[src/rtl/tmr_pkg.sv]
package tmr_pkg;
  typedef enum logic [1:0] {
    MODE_FREE  = 2'd0,
    MODE_PWM   = 2'd1,
    MODE_LEVEL = 2'd2,
    MODE_EDGE  = 2'd3
  } tmr_mode_e;

  typedef enum logic [1:0] {
    MEAS_WAIT = 2'd0,
    MEAS_RUN  = 2'd1,
    MEAS_DONE = 2'd2
  } meas_st_e;
endpackage

[src/rtl/tmr_sync.sv]
module tmr_sync #(
  parameter int STAGES = 2
) (
  input  logic clk_i,
  input  logic rst_ni,
  input  logic d_i,
  output logic lvl_o,
  output logic rise_o
);
  logic [STAGES-1:0] sync_q;
  logic              prev_q;

  always_ff @(posedge clk_i or negedge rst_ni) begin
    if (!rst_ni) begin
      sync_q <= '0;
      prev_q <= 1'b0;
    end else begin
      sync_q[0] <= d_i;
      prev_q    <= sync_q[STAGES-1];
    end
  end

  for (genvar g = 1; g < STAGES; g++) begin : g_chain
    always_ff @(posedge clk_i or negedge rst_ni) begin
      if (!rst_ni) sync_q[g] <= 1'b0;
      else         sync_q[g] <= sync_q[g-1];
    end
  end

  assign lvl_o  = sync_q[STAGES-1];
  assign rise_o = sync_q[STAGES-1] & ~prev_q;
endmodule

[src/rtl/tmr_prescaler.sv]
module tmr_prescaler #(
  parameter int PRE_W  = 16,
  parameter int CODE_W = 5
) (
  input  logic              clk_i,
  input  logic              rst_ni,
  input  logic              clr_i,
  input  logic              src_en_i,
  input  logic [CODE_W-1:0] code_i,
  output logic              tick_o
);
  localparam int EXP_W = $clog2(PRE_W + 1);

  logic [EXP_W-1:0] exp_s;
  logic [PRE_W-1:0] mask_s;
  logic [PRE_W-1:0] pre_q;

  // codes beyond the prescaler width clamp to the widest ratio
  always_comb begin
    if (int'(code_i) > PRE_W) exp_s = EXP_W'(PRE_W);
    else                      exp_s = EXP_W'(code_i);
  end

  for (genvar b = 0; b < PRE_W; b++) begin : g_mask
    assign mask_s[b] = (int'(exp_s) > b);
  end

  always_ff @(posedge clk_i or negedge rst_ni) begin
    if (!rst_ni)       pre_q <= '0;
    else if (clr_i)    pre_q <= '0;
    else if (src_en_i) pre_q <= pre_q + 1'b1;
  end

  assign tick_o = src_en_i & ((pre_q & mask_s) == mask_s);

  assert_clear_R11: assert property (@(posedge clk_i) disable iff (!rst_ni)
    clr_i |=> (pre_q == '0));
endmodule

[src/rtl/tmr_gate.sv]
module tmr_gate
  import tmr_pkg::*;
(
  input  logic      clk_i,
  input  logic      rst_ni,
  input  logic      hold_i,
  input  tmr_mode_e mode_i,
  input  logic      run_i,
  input  logic      pin_lvl_i,
  input  logic      pin_rise_i,
  output logic      run_o,
  output logic      meas_done_o
);
  meas_st_e st_q, st_d;

  always_comb begin
    st_d = st_q;
    if (hold_i || mode_i != MODE_EDGE) begin
      st_d = MEAS_WAIT;
    end else begin
      unique case (st_q)
        MEAS_WAIT: if (pin_rise_i) st_d = MEAS_RUN;
        MEAS_RUN:  if (pin_rise_i) st_d = MEAS_DONE;
        default:   st_d = MEAS_DONE;
      endcase
    end
  end

  always_ff @(posedge clk_i or negedge rst_ni) begin
    if (!rst_ni) st_q <= MEAS_WAIT;
    else         st_q <= st_d;
  end

  always_comb begin
    run_o = 1'b0;
    if (!hold_i) begin
      unique case (mode_i)
        MODE_FREE, MODE_PWM: run_o = run_i;
        MODE_LEVEL:          run_o = pin_lvl_i;
        default:             run_o = (st_q == MEAS_RUN);
      endcase
    end
  end

  assign meas_done_o = !hold_i && mode_i == MODE_EDGE && st_q == MEAS_RUN && pin_rise_i;

  assert_meas_frozen_R8: assert property (@(posedge clk_i) disable iff (!rst_ni)
    (st_q == MEAS_DONE && !hold_i && mode_i == MODE_EDGE) |=> (st_q == MEAS_DONE));

  assert_meas_order_R8: assert property (@(posedge clk_i) disable iff (!rst_ni)
    (st_q == MEAS_DONE && $past(st_q) != MEAS_DONE) |-> ($past(st_q) == MEAS_RUN));
endmodule

[src/rtl/prescaled_pwm_timer.sv]
module prescaled_pwm_timer
  import tmr_pkg::*;
#(
  parameter int CNT_W       = 8,
  parameter int PRE_W       = 16,
  parameter int CODE_W      = 5,
  parameter int SYNC_STAGES = 2
) (
  input  logic              clk_i,
  input  logic              rst_ni,
  input  logic              ext_clk_i,
  input  logic              start_pin_i,
  input  logic              clk_sel_i,
  input  logic              hold_i,
  input  logic              run_i,
  input  logic              irq_sel_i,
  input  logic [1:0]        mode_i,
  input  logic [CODE_W-1:0] psc_code_i,
  input  logic [CNT_W-1:0]  reload_i,
  output logic              pwm_o,
  output logic [CNT_W-1:0]  count_o,
  output logic [1:0]        status_o,
  output logic              irq_o
);
  tmr_mode_e mode_s;
  logic ext_lvl, ext_rise, pin_lvl, pin_rise;
  logic run_s, meas_done_s, src_en_s, pre_tick_s, tick_s, wrap_s;
  logic [CNT_W-1:0] cnt_q, cmp_q;
  logic irq_q;

  assign mode_s = tmr_mode_e'(mode_i);

  tmr_sync #(.STAGES(SYNC_STAGES)) i_ext_sync (
    .clk_i(clk_i), .rst_ni(rst_ni), .d_i(ext_clk_i), .lvl_o(ext_lvl), .rise_o(ext_rise)
  );

  tmr_sync #(.STAGES(SYNC_STAGES)) i_pin_sync (
    .clk_i(clk_i), .rst_ni(rst_ni), .d_i(start_pin_i), .lvl_o(pin_lvl), .rise_o(pin_rise)
  );

  tmr_gate i_gate (
    .clk_i(clk_i), .rst_ni(rst_ni), .hold_i(hold_i), .mode_i(mode_s), .run_i(run_i),
    .pin_lvl_i(pin_lvl), .pin_rise_i(pin_rise), .run_o(run_s), .meas_done_o(meas_done_s)
  );

  assign src_en_s = clk_sel_i ? ext_rise : 1'b1;

  tmr_prescaler #(.PRE_W(PRE_W), .CODE_W(CODE_W)) i_presc (
    .clk_i(clk_i), .rst_ni(rst_ni), .clr_i(!run_s), .src_en_i(src_en_s),
    .code_i(psc_code_i), .tick_o(pre_tick_s)
  );

  assign tick_s = run_s & pre_tick_s;
  assign wrap_s = tick_s & (cnt_q == '1);

  always_ff @(posedge clk_i or negedge rst_ni) begin
    if (!rst_ni) begin
      cnt_q <= '0;
      cmp_q <= '0;
      irq_q <= 1'b0;
    end else if (hold_i) begin
      cnt_q <= '0;
      cmp_q <= reload_i;
      irq_q <= 1'b0;
    end else begin
      if (tick_s) cnt_q <= cnt_q + 1'b1;
      if (wrap_s) cmp_q <= reload_i;
      irq_q <= irq_sel_i ? meas_done_s : wrap_s;
    end
  end

  assign count_o  = cnt_q;
  assign pwm_o    = (mode_s == MODE_PWM) && (cnt_q < cmp_q);
  assign status_o = {hold_i, run_s};
  assign irq_o    = irq_q;

  assert_count_step_R2: assert property (@(posedge clk_i) disable iff (!rst_ni)
    (cnt_q != $past(cnt_q)) |-> ((cnt_q == CNT_W'($past(cnt_q) + 1'b1)) || (cnt_q == '0)));

  assert_hold_clear_R11: assert property (@(posedge clk_i) disable iff (!rst_ni)
    hold_i |=> (count_o == '0));

  assert_irq_pulse_R9: assert property (@(posedge clk_i) disable iff (!rst_ni)
    irq_o |=> !irq_o);

  assert_pwm_restart_R5: assert property (@(posedge clk_i) disable iff (!rst_ni)
    (mode_s == MODE_PWM && $past(mode_s) == MODE_PWM && $rose(pwm_o)) |-> (count_o == '0));

  assert_status_hold_R10: assert property (@(posedge clk_i) disable iff (!rst_ni)
    status_o[1] |-> !status_o[0]);
endmodule

[config.mk]
export PLATFORM = sky130hd
export DESIGN_NAME = prescaled_pwm_timer
export DESIGN_NICKNAME = d
export VERILOG_FILES = /design/src/rtl/tmr_pkg.sv /design/src/rtl/tmr_sync.sv /design/src/rtl/tmr_prescaler.sv /design/src/rtl/tmr_gate.sv /design/src/rtl/prescaled_pwm_timer.sv
export SDC_FILE = /design/constraint.sdc
export NUM_CORES = 1
export LEC_CHECK = 0
export BUFFER_PORTS_ARGS = -buffer_cell sky130_fd_sc_hd__buf_4
export CAP_MARGIN = 20
export CORE_ASPECT_RATIO = 2
export CORE_MARGIN = 3
export CORE_UTILIZATION = 30
export DETAILED_ROUTE_END_ITERATION = 8
export PLACE_DENSITY = 0.51
export SLEW_MARGIN = 5
export SYNTH_ARGS = -nofsm -noshare
export SYNTH_HDL_FRONTEND = slang
export SYNTH_SLANG_ARGS = --single-unit
[constraint.sdc]
create_clock -name clk_i -period 4.9 [get_ports clk_i]
set_clock_uncertainty 0.1 [all_clocks]
set_input_delay 0.49 -clock clk_i [delete_from_list [all_inputs] [get_ports clk_i]]
set_output_delay 0.49 -clock clk_i [all_outputs]
set_load 0.01 [all_outputs]
=== Word-level counts from Yosys, hierarchy flattened ===
Index checks and enable logic that the tools add are counted.

* Add/sub/neg operators: 2
* Magnitude comparators: 18
* Equal/unequal tests: 10
* Multiplexer cells: 16
* Bitwise gates (word level): 8
* Reductions and logical operators: 12

{| class="wikitable"
|+ Operator list
! kind !! count
|-
| 5-bit by 4-bit > comparator with 1-bit output, second input constant || 8
|-
| 16-bit two-way mux || 2
|-
| 8-bit two-way mux || 4
|-
| 5-bit by 3-bit > comparator with 1-bit output, second input constant || 4
|-
| 16-bit by 1-bit adder with 16-bit output, second input constant || 1
|-
| 16-bit bitwise AND || 1
|-
| 16-bit == test || 1
|-
| 5-bit by 1-bit > comparator with 1-bit output, second input constant || 2
|-
| 5-bit by 2-bit > comparator with 1-bit output, second input constant || 2
|-
| 8-bit by 1-bit adder with 8-bit output, second input constant || 1
|-
| 8-bit == test, second input constant || 1
|-
| 8-bit less-than comparator || 1
|-
| 2-bit two-way mux || 3
|-
| 3-bit by 1-bit inequality test with 1-bit output, second input constant || 2
|-
| 1-bit bitwise AND || 5
|-
| 5-bit > comparator, second input constant || 1
|-
| 5-bit two-way mux || 1
|-
| 2-bit by 1-bit == test with 1-bit output, second input constant || 2
|-
| 2-bit == test, second input constant || 2
|-
| 1-bit logical AND || 4
|-
| 2-bit logical NOT || 2
|-
| 1-bit two-way mux || 4
|-
| 2-bit case mux with 2 select lines || 1
|-
| 2-bit nonzero test || 2
|-
| other kinds (8) || 9
|}

* Flip-flop bits (word level): 41
* Input port bits: 23
* Output and inout port bits: 12

=== Logic depth before layout (Yosys ltp) ===
Gate-level depths: netlist of run 1.

* Depth after elaboration: 10
* Gate-level depth with buffers: 8
* Gate-level depth less buffers: 7

=== By module ===
Synthesis of run 1 repeated with hierarchy kept, for this count alone.

* Cell total of the unflattened synthesis: 225
* Area total of the unflattened synthesis: 2244.7 um^2

{| class="wikitable"
|+ By module, submodules not included
! module !! times used !! cells an instance !! area an instance (um^2) !! seq. area each (um^2)
|-
| prescaled_pwm_timer || 1 || 93 || 974.7 || 425.4
|-
| tmr_prescaler || 1 || 110 || 955.9 || 400.4
|-
| tmr_sync || 2 || 4 || 88.8 || 75.1
|-
| tmr_gate || 1 || 14 || 136.4 || 50.0
|}

=== Worst setup path before layout of run 1 ===
Ideal clock, no wire load.

* Path kind: in2reg
* Start point: input psc_code_i[1]
* End point: register cmp_q[0]
* Library setup time: 125 ps
* Arrival time: 2128 ps
* Setup slack: 2547 ps
* Stages: 8
* Path buffers: 2
* Cell sequence: buf_4 -> a211oi_1 -> a2bb2oi_2 -> o2111ai_2 -> or2_4 -> o31a_1 -> buf_6 -> mux2_4

* Word-level cells in the longest chain between the ends: 9
* Elaborated cells between the ends (all ways): 24

{| class="wikitable"
|+ Ends and longest elaborated chain
! element !! line !! RTL
|-
| from (decl) || prescaled_pwm_timer.sv:18 || <nowiki>input logic [CODE_W-1:0] psc_code_i,</nowiki>
|-
| 5-bit > comparator || tmr_prescaler.sv:20 || <nowiki>if (int'(code_i) > PRE_W) exp_s = EXP_W'(PRE_W);</nowiki>
|-
| 5-bit two-way mux (*) || tmr_prescaler.sv:20 ||
|-
| 5-bit by 1-bit > comparator with 1-bit output, or another cell as far along || tmr_prescaler.sv:25 || <nowiki>assign mask_s[b] = (int'(exp_s) > b);</nowiki>
|-
| 16-bit bitwise AND || tmr_prescaler.sv:34 || <nowiki>assign tick_o = src_en_i & ((pre_q & mask_s) == mask_s);</nowiki>
|-
| 16-bit == test (*) || tmr_prescaler.sv:34 ||
|-
| 1-bit bitwise AND (*) || tmr_prescaler.sv:34 ||
|-
| 1-bit bitwise AND (*) || prescaled_pwm_timer.sv:53 || <nowiki>assign tick_s = run_s & pre_tick_s;</nowiki>
|-
| 1-bit bitwise AND (*) || prescaled_pwm_timer.sv:54 || <nowiki>assign wrap_s = tick_s & (cnt_q == '1);</nowiki>
|-
| 2-bit nonzero test (no line) (*) || n/a ||
|-
| to (signal assigned) || prescaled_pwm_timer.sv:63 || <nowiki>cmp_q <= reload_i;</nowiki>
|-
| to (signal assigned) || prescaled_pwm_timer.sv:67 || <nowiki>if (wrap_s) cmp_q <= reload_i;</nowiki>
|-
| to (decl) || prescaled_pwm_timer.sv:28 || <nowiki>logic [CNT_W-1:0] cnt_q, cmp_q;</nowiki>
|}

Every way passes the cells marked *; elsewhere a longest branch is shown, timed or not.
A chain may end at the register's enable or synchronous reset.

=== Worst setup path after layout of run 1 ===
* Start point: register cnt_q[1], in the netlist count_o[1]
* End point: output pwm_o

* Word-level cells in the longest chain between the ends: 2

{| class="wikitable"
|+ Ends and longest elaborated chain
! element !! line !! RTL
|-
| from (decl) || prescaled_pwm_timer.sv:28 ||
|-
| from (signal assigned) || prescaled_pwm_timer.sv:66 || <nowiki>if (tick_s) cnt_q <= cnt_q + 1'b1;</nowiki>
|-
| 8-bit less-than comparator || prescaled_pwm_timer.sv:73 || <nowiki>assign pwm_o = (mode_s == MODE_PWM) && (cnt_q < cmp_q);</nowiki>
|-
| 1-bit logical AND || prescaled_pwm_timer.sv:73 ||
|-
| to (decl) || prescaled_pwm_timer.sv:20 || <nowiki>output logic pwm_o,</nowiki>
|}

No other way between the ends.

==> impl_metrics.toml, run 1 <==
[timing]
rsz0062_at_grt = "no"
fmax_ghz = 0.384
worst_pin_slew_ns = 0.555
relSlewSlack = 0.630
layout_setup_ws_ns = 2.30
final.setup.tns_ns = 0
period_needed_ns = 2.60
period_share = 0.532
slew_violations = 0
setup_violations = 0
hold_viol = 0

[worst_setup_path]
crit_path_start = "count_o[1]$_DFFE_PN0P_"
critPathArrivalTime_ns = 2.01
required_ns = 4.31
cp-end-kind = "primary output"
reg2reg_from = "i_presc.pre_q[13]$_DFFE_PN0P_"
crit_type = "flip-flop to primary output"
worstPathMaxFanout = 5
crit_path_start_kind = "flip-flop"

[clock_network]
post_cts_buffers = 0
clock-root-buffer = "clkbuf_16"
hold_buffers = 0
clock_sinks = 41
cts_buffer_depth = 2
worst_setup_hold_path_clk_slew_ns = 0.06
htreeDepth = 2
cts_tree = "built"
clk_latency_ns = 0.28
cts_made_buffers = 5
cts_resized = 0

[hold_path]
holdCritPathClass = "input pin to asynchronous set/reset pin"

[logic_synthesis]
synth.distinct_cells = 41
synth_nets = 267
synthAdderAreaFrac = 0.0483
synth_top_family_by_area = "simple AND/OR/NAND/NOR gates"
yosys.area_share.simple = 0.216
synth_compound_gate_area_share = 0.117
synth_mux_area_frac = 0.0789
syn_avg_cell_area_um2 = 9.91
synth_seq_cells = 41
synthesis.area_um2 = 2330
ys_warn_count = 0
synth_xor_area_frac = 0.0526
yosysSeqAreaShare = 0.440
synth_cells = 235

[routing]
drt-wirelength-per-cell_um = 14.9
routed_wirelength_um = 5390
drtIter0Drc = 127
route.vias.total = 1837
via_per_inst = 5.09
dr.pass1.iters = 4
ant_nets = 0
drc = 0

[die]
core_um2 = 7380
die_area_um2 = 8920
rows = 44
start_util = 0.316
io_pins = 35
die_h_um = 131
fp.dieW_um = 68.3

[placement]
placed_area_um2 = 2650
place_inst = 354
dp_slack_ns = 2.18
globalplace.congestion = 0.889
port_buffers = 34
place_hpwl_um = 4110

[power_and_ir_drop]
p_leak_nw = 1.29
irDropWorstVdd_mv = 0.238
power_density_nw_per_um2 = 270

[global_routing]
grt_remaining_overflow = 0
track_usage = 0.140
grt_pass1_vias = 1938
grt_max_degree = 42
grt_pass1_wl_um = 9240
antenna_found_initial = 0

[final_layout]
layout.cells.non_filler = 361
antenna_cells = 0
nNetsFinal = 301
mostFrequentLayoutCell = "dfrtp_1"
fillers = 777
drive_above_1_share = 0.212
design_area_um2 = 2790
final_cell_mix = "dfrtp_1 (41), buf_4 (35), nor2_1 (24)"
area_growth_pct = 19.8

[run]
drv_cap = 0

[status]
outcome = "complete, no violations"
==> worst max-delay path, stage by stage (launching register included) <==
cell and delay (ns):
dfrtp_1 0.43, ha_1 0.31, a21o_1 0.15, a21o_1 0.18, a211oi_1 0.25, o21ai_0 0.15
o211ai_1 0.12, buf_4 0.15
==> worst paths after layout <==
check	slack, ns	to	cells past startpoint
max	2.30	pwm_o	7
min	0.09	cmp_q[3]$_DFFE_PN0P_	1
max reg2reg	2.49	cmp_q[0]$_DFFE_PN0P_	6
min reg2reg	0.25	i_pin_sync.lvl_o$_DFF_PN0_	0
max in group asynchronous	4.23	i_ext_sync.prev_q$_DFF_PN0_	1
min in group clk_i	0.22	i_pin_sync.sync_q[0]$_DFF_PN0_	1
==> power by group <==
group	total (mW)	internal [mW]	leakage [nW]	switching, mW
clock	0.326	0.200	0.0700	0.126
combinational	0.0735	0.0374	0.681	0.0361
sequential	0.354	0.349	0.540	0.00555
==> cells in the mapped netlist <==
master / count / share of area
o21ba_2: 1 / 0.0043
xor2_1: 7 / 0.026
and2_1: 3 / 0.0081
nor2_1: 24 / 0.039
ha_1: 9 / 0.048
nor2b_1: 6 / 0.016
a311o_1: 1 / 0.0043
o2111ai_2: 1 / 0.0064
a21o_1: 2 / 0.0064
o211a_1: 1 / 0.0043
a21oi_1: 9 / 0.019
xnor2_1: 7 / 0.026
o31ai_1: 3 / 0.0097
mux2i_1: 3 / 0.013
nand2_1: 17 / 0.027
nor3_1: 6 / 0.013
nand2b_1: 5 / 0.013
o21ai_0: 11 / 0.024
and4_1: 1 / 0.0038
nor4_1: 6 / 0.016
o211ai_1: 2 / 0.0064
o2111a_1: 1 / 0.0048
dfrtp_1: 41 / 0.44
a211oi_1: 2 / 0.0064
nand3b_1: 1 / 0.0032
or2_4: 1 / 0.0038
buf_4: 4 / 0.013
a2bb2oi_2: 2 / 0.013
buf_6: 2 / 0.0097
or4_1: 1 / 0.0032
mux2_2: 3 / 0.014
nand3_1: 10 / 0.021
o31a_1: 1 / 0.0038
and4bb_1: 1 / 0.0054
inv_1: 13 / 0.021
mux2_4: 8 / 0.052
clkbuf_1: 2 / 0.0032
or3_1: 4 / 0.011
a2bb2oi_1: 1 / 0.0038
and3_1: 5 / 0.013
nand4_1: 7 / 0.019
==> per-layer routing <==
layer  global-route usage  vias up  wire, µm
li1                     -      898         -
met1                0.153      884      2070
met2                0.237       42      2870
met3               0.0291       13       226
met4               0.0891        0       221
met5                    0        -         0
==> state kept, by name (all words and copies together) (netlist names), 2 cells and up <==
name / flops
i_presc.pre_q: 16
cmp_q: 8
count_o: 8
i_gate.st_q: 2
==> final cells by class <==
cell class	instances	area [µm²]	share of cell area
sequential	41	1030	0.368
clock buffer	7	143	0.0511
multi-input combinational	173	1190	0.428
timing repair buffer	35	263	0.0942
tap	92	115	0.0413
inverter	13	48.8	0.0175
==> per-stage QoR <==
step,power [mW],hold WS [ns],utilization
floorplan,0.403,0.0944,-
global placement,0.435,0.233,0.359
detailed placement,0.435,0.235,0.359
CTS,0.772,0.115,0.378
global route,0.794,0.125,0.378
finish,0.754,0.0867,0.378
==> cells by family (layout without fill, tap and decap cells) <==
| kind of cell | count (synthesis) | after routing |
|---|---|---|
| adders and majority gates | 9 | 9 |
| xor gates and xnor gates | 14 | 14 |
| AOI/OAI and AO/OA | 38 | 38 |
| muxes | 14 | 14 |
| DFF | 41 | 41 |
| and+or+nand+nor | 98 | 98 |
| buffers and inverters | 21 | 55 |
Note: power is estimated with default switching activity, not from simulation.
==> inputs of run 2 (changes only) <==
Clock period 4.9 ns to 2.5 ns, I/O delays scaled along.
==> run 2 against run 1 <==
  * Design area rose by 2.1%
  * First-iteration DRC count up 17%
  * Count of clock-buffer cells in the layout is 1 lower
  * Sequential cell count unchanged
  * Final cell count increased by 2.2%
  * Die area unchanged
  * Highest routed layer unchanged
==> impl_metrics.toml, run 2 (same netlist as run 1, synthesis figures left out) <==
[routing]
drtIter0Drc = 148
routed_wirelength_um = 5360
drc = 0
route.vias.total = 1873
dr.pass1.iters = 4
ant_nets = 0
via_per_inst = 5.08
drt-wirelength-per-cell_um = 14.5

[die]
die_h_um = 131
start_util = 0.316
core_um2 = 7380
rows = 44
fp.dieW_um = 68.3
die_area_um2 = 8920
io_pins = 35

[worst_setup_path]
reg2reg_to = "cmp_q[0]$_DFFE_PN0P_"
worstPathMaxFanout = 2
required_ns = 2.15
crit_path_start_kind = "flip-flop"
crit_path_start = "count_o[1]$_DFFE_PN0P_"
r2r_cells = 6
crit_type = "flip-flop to primary output"
reg2reg_from = "i_presc.pre_q[7]$_DFFE_PN0P_"
critPathArrivalTime_ns = 1.98
crit_end = "pwm_o"
cp-end-kind = "primary output"
reg2reg_slack_ns = 0.28

[timing]
rsz0062_at_grt = "no"
period_share = 0.931
fmax_ghz = 0.430
period_needed_ns = 2.33
worst_pin_slew_ns = 0.545
hold_viol = 0
slew_violations = 0
final.setup.tns_ns = 0
setup_violations = 0
relSlewSlack = 0.637

[global_routing]
use_met3 = 0.0265
grt_pass1_wl_um = 9110
grt_max_degree = 42
grt_pass1_vias = 1924
track_usage = 0.137
grt.met1_usage = 0.154
antenna_found_initial = 0
grt_remaining_overflow = 0
use_met2 = 0.238
busiest_layer = "met2"

[final_layout]
drive_above_1_share = 0.227
nNetsFinal = 308
antenna_cells = 0
layout.cells.non_filler = 369
regMostFlops = "i_presc.pre_q"
largest_reg_flops = 16
area_growth_pct = 22.2
fillers = 778
mostFrequentLayoutCell = "dfrtp_1"
final_cell_mix = "dfrtp_1 (41), buf_4 (39), nor2_1 (24)"

[placement]
place_hpwl_um = 4120
globalplace.congestion = 0.872
port_buffers = 34
place_inst = 358

[clock_network]
cts_tree = "built"
htreeDepth = 2
worst_setup_hold_path_clk_slew_ns = 0.06
clock-root-buffer = "clkbuf_16"
cts_buffer_depth = 2
clock_sinks = 41
clk_latency_ns = 0.28
cts_made_buffers = 5

[hold_path]
holdCritPathClass = "input pin to flip-flop"

[power_and_ir_drop]
irDropWorstVdd_mv = 0.333
p_leak_nw = 1.32
power_density_nw_per_um2 = 513

[run]
drv_cap = 0

[status]
outcome = "complete, no violations"
## run 2: through the flow
step                area [µm²]  hold slack [ns]  setup slack (ns)  utilization  power [mW]
floorplan                 2330           -0.146             0.387            -       0.790
global placement          2680            0.178             0.132        0.363       0.851
detailed placement        2680            0.179            0.0534        0.363       0.853
CTS                       2850           0.0546            0.0631        0.386        1.49
global route              2850           0.0572            0.0784        0.386        1.53
finish                    2850           0.0598             0.172        0.386        1.46
## run 2: where the power goes
part | total, mW | switching [mW] | leakage [nW] | internal (mW)
registers | 0.694 | 0.0107 | 0.540 | 0.683
logic | 0.147 | 0.0709 | 0.713 | 0.0765
clock network | 0.619 | 0.253 | 0.0706 | 0.366
total | 1.46 | 0.335 | 1.32 | 1.13
## run 2: worst max-delay path: stages (launching register included)
cell and delay, ns:
dfrtp_1 0.38, ha_1 0.29, a21o_1 0.16, a21o_1 0.17
a211oi_1 0.27, o21ai_0 0.16, o211ai_1 0.12, buf_4 0.15
## run 2: cell type report
cell class	count	area (µm²)	area share
clock buffers	6	129	0.0453
clock inverters	2	10.0	0.00351
inverters	13	48.8	0.0171
multi-input cells	173	1200	0.420
flip-flops and latches	41	1030	0.360
well taps	92	115	0.0404
repair buffers	42	323	0.113
## run 2: worst min path at each step
stage,start,end,slack [ns],depth (start not counted)
floorplan,rst_ni,cmp_q[0]$_DFFE_PN0P_,-0.15,0
detailed placement,rst_ni,cmp_q[2]$_DFFE_PN0P_,0.18,1
CTS,irq_sel_i,irq_o$_DFF_PN0_,0.05,2
finish,irq_sel_i,irq_o$_DFF_PN0_,0.06,2
global placement,rst_ni,cmp_q[1]$_DFFE_PN0P_,0.18,1
global route,irq_sel_i,irq_o$_DFF_PN0_,0.06,2
## run 2: what timing repair did
item / 4_1_cts / 5_1_grt
setup endpoints to repair: 0 / 8
hold endpoints to repair: 43 / 0
hold buffers: 3 / 0
buffers inserted: 0 / 0
gates resized for setup: 0 / 1
## run 2: metal layers
layer	vias up	wire, µm
li1	911	-
met1	905	2120
met2	47	2900
met3	10	179
met4	0	158
met5	-	0
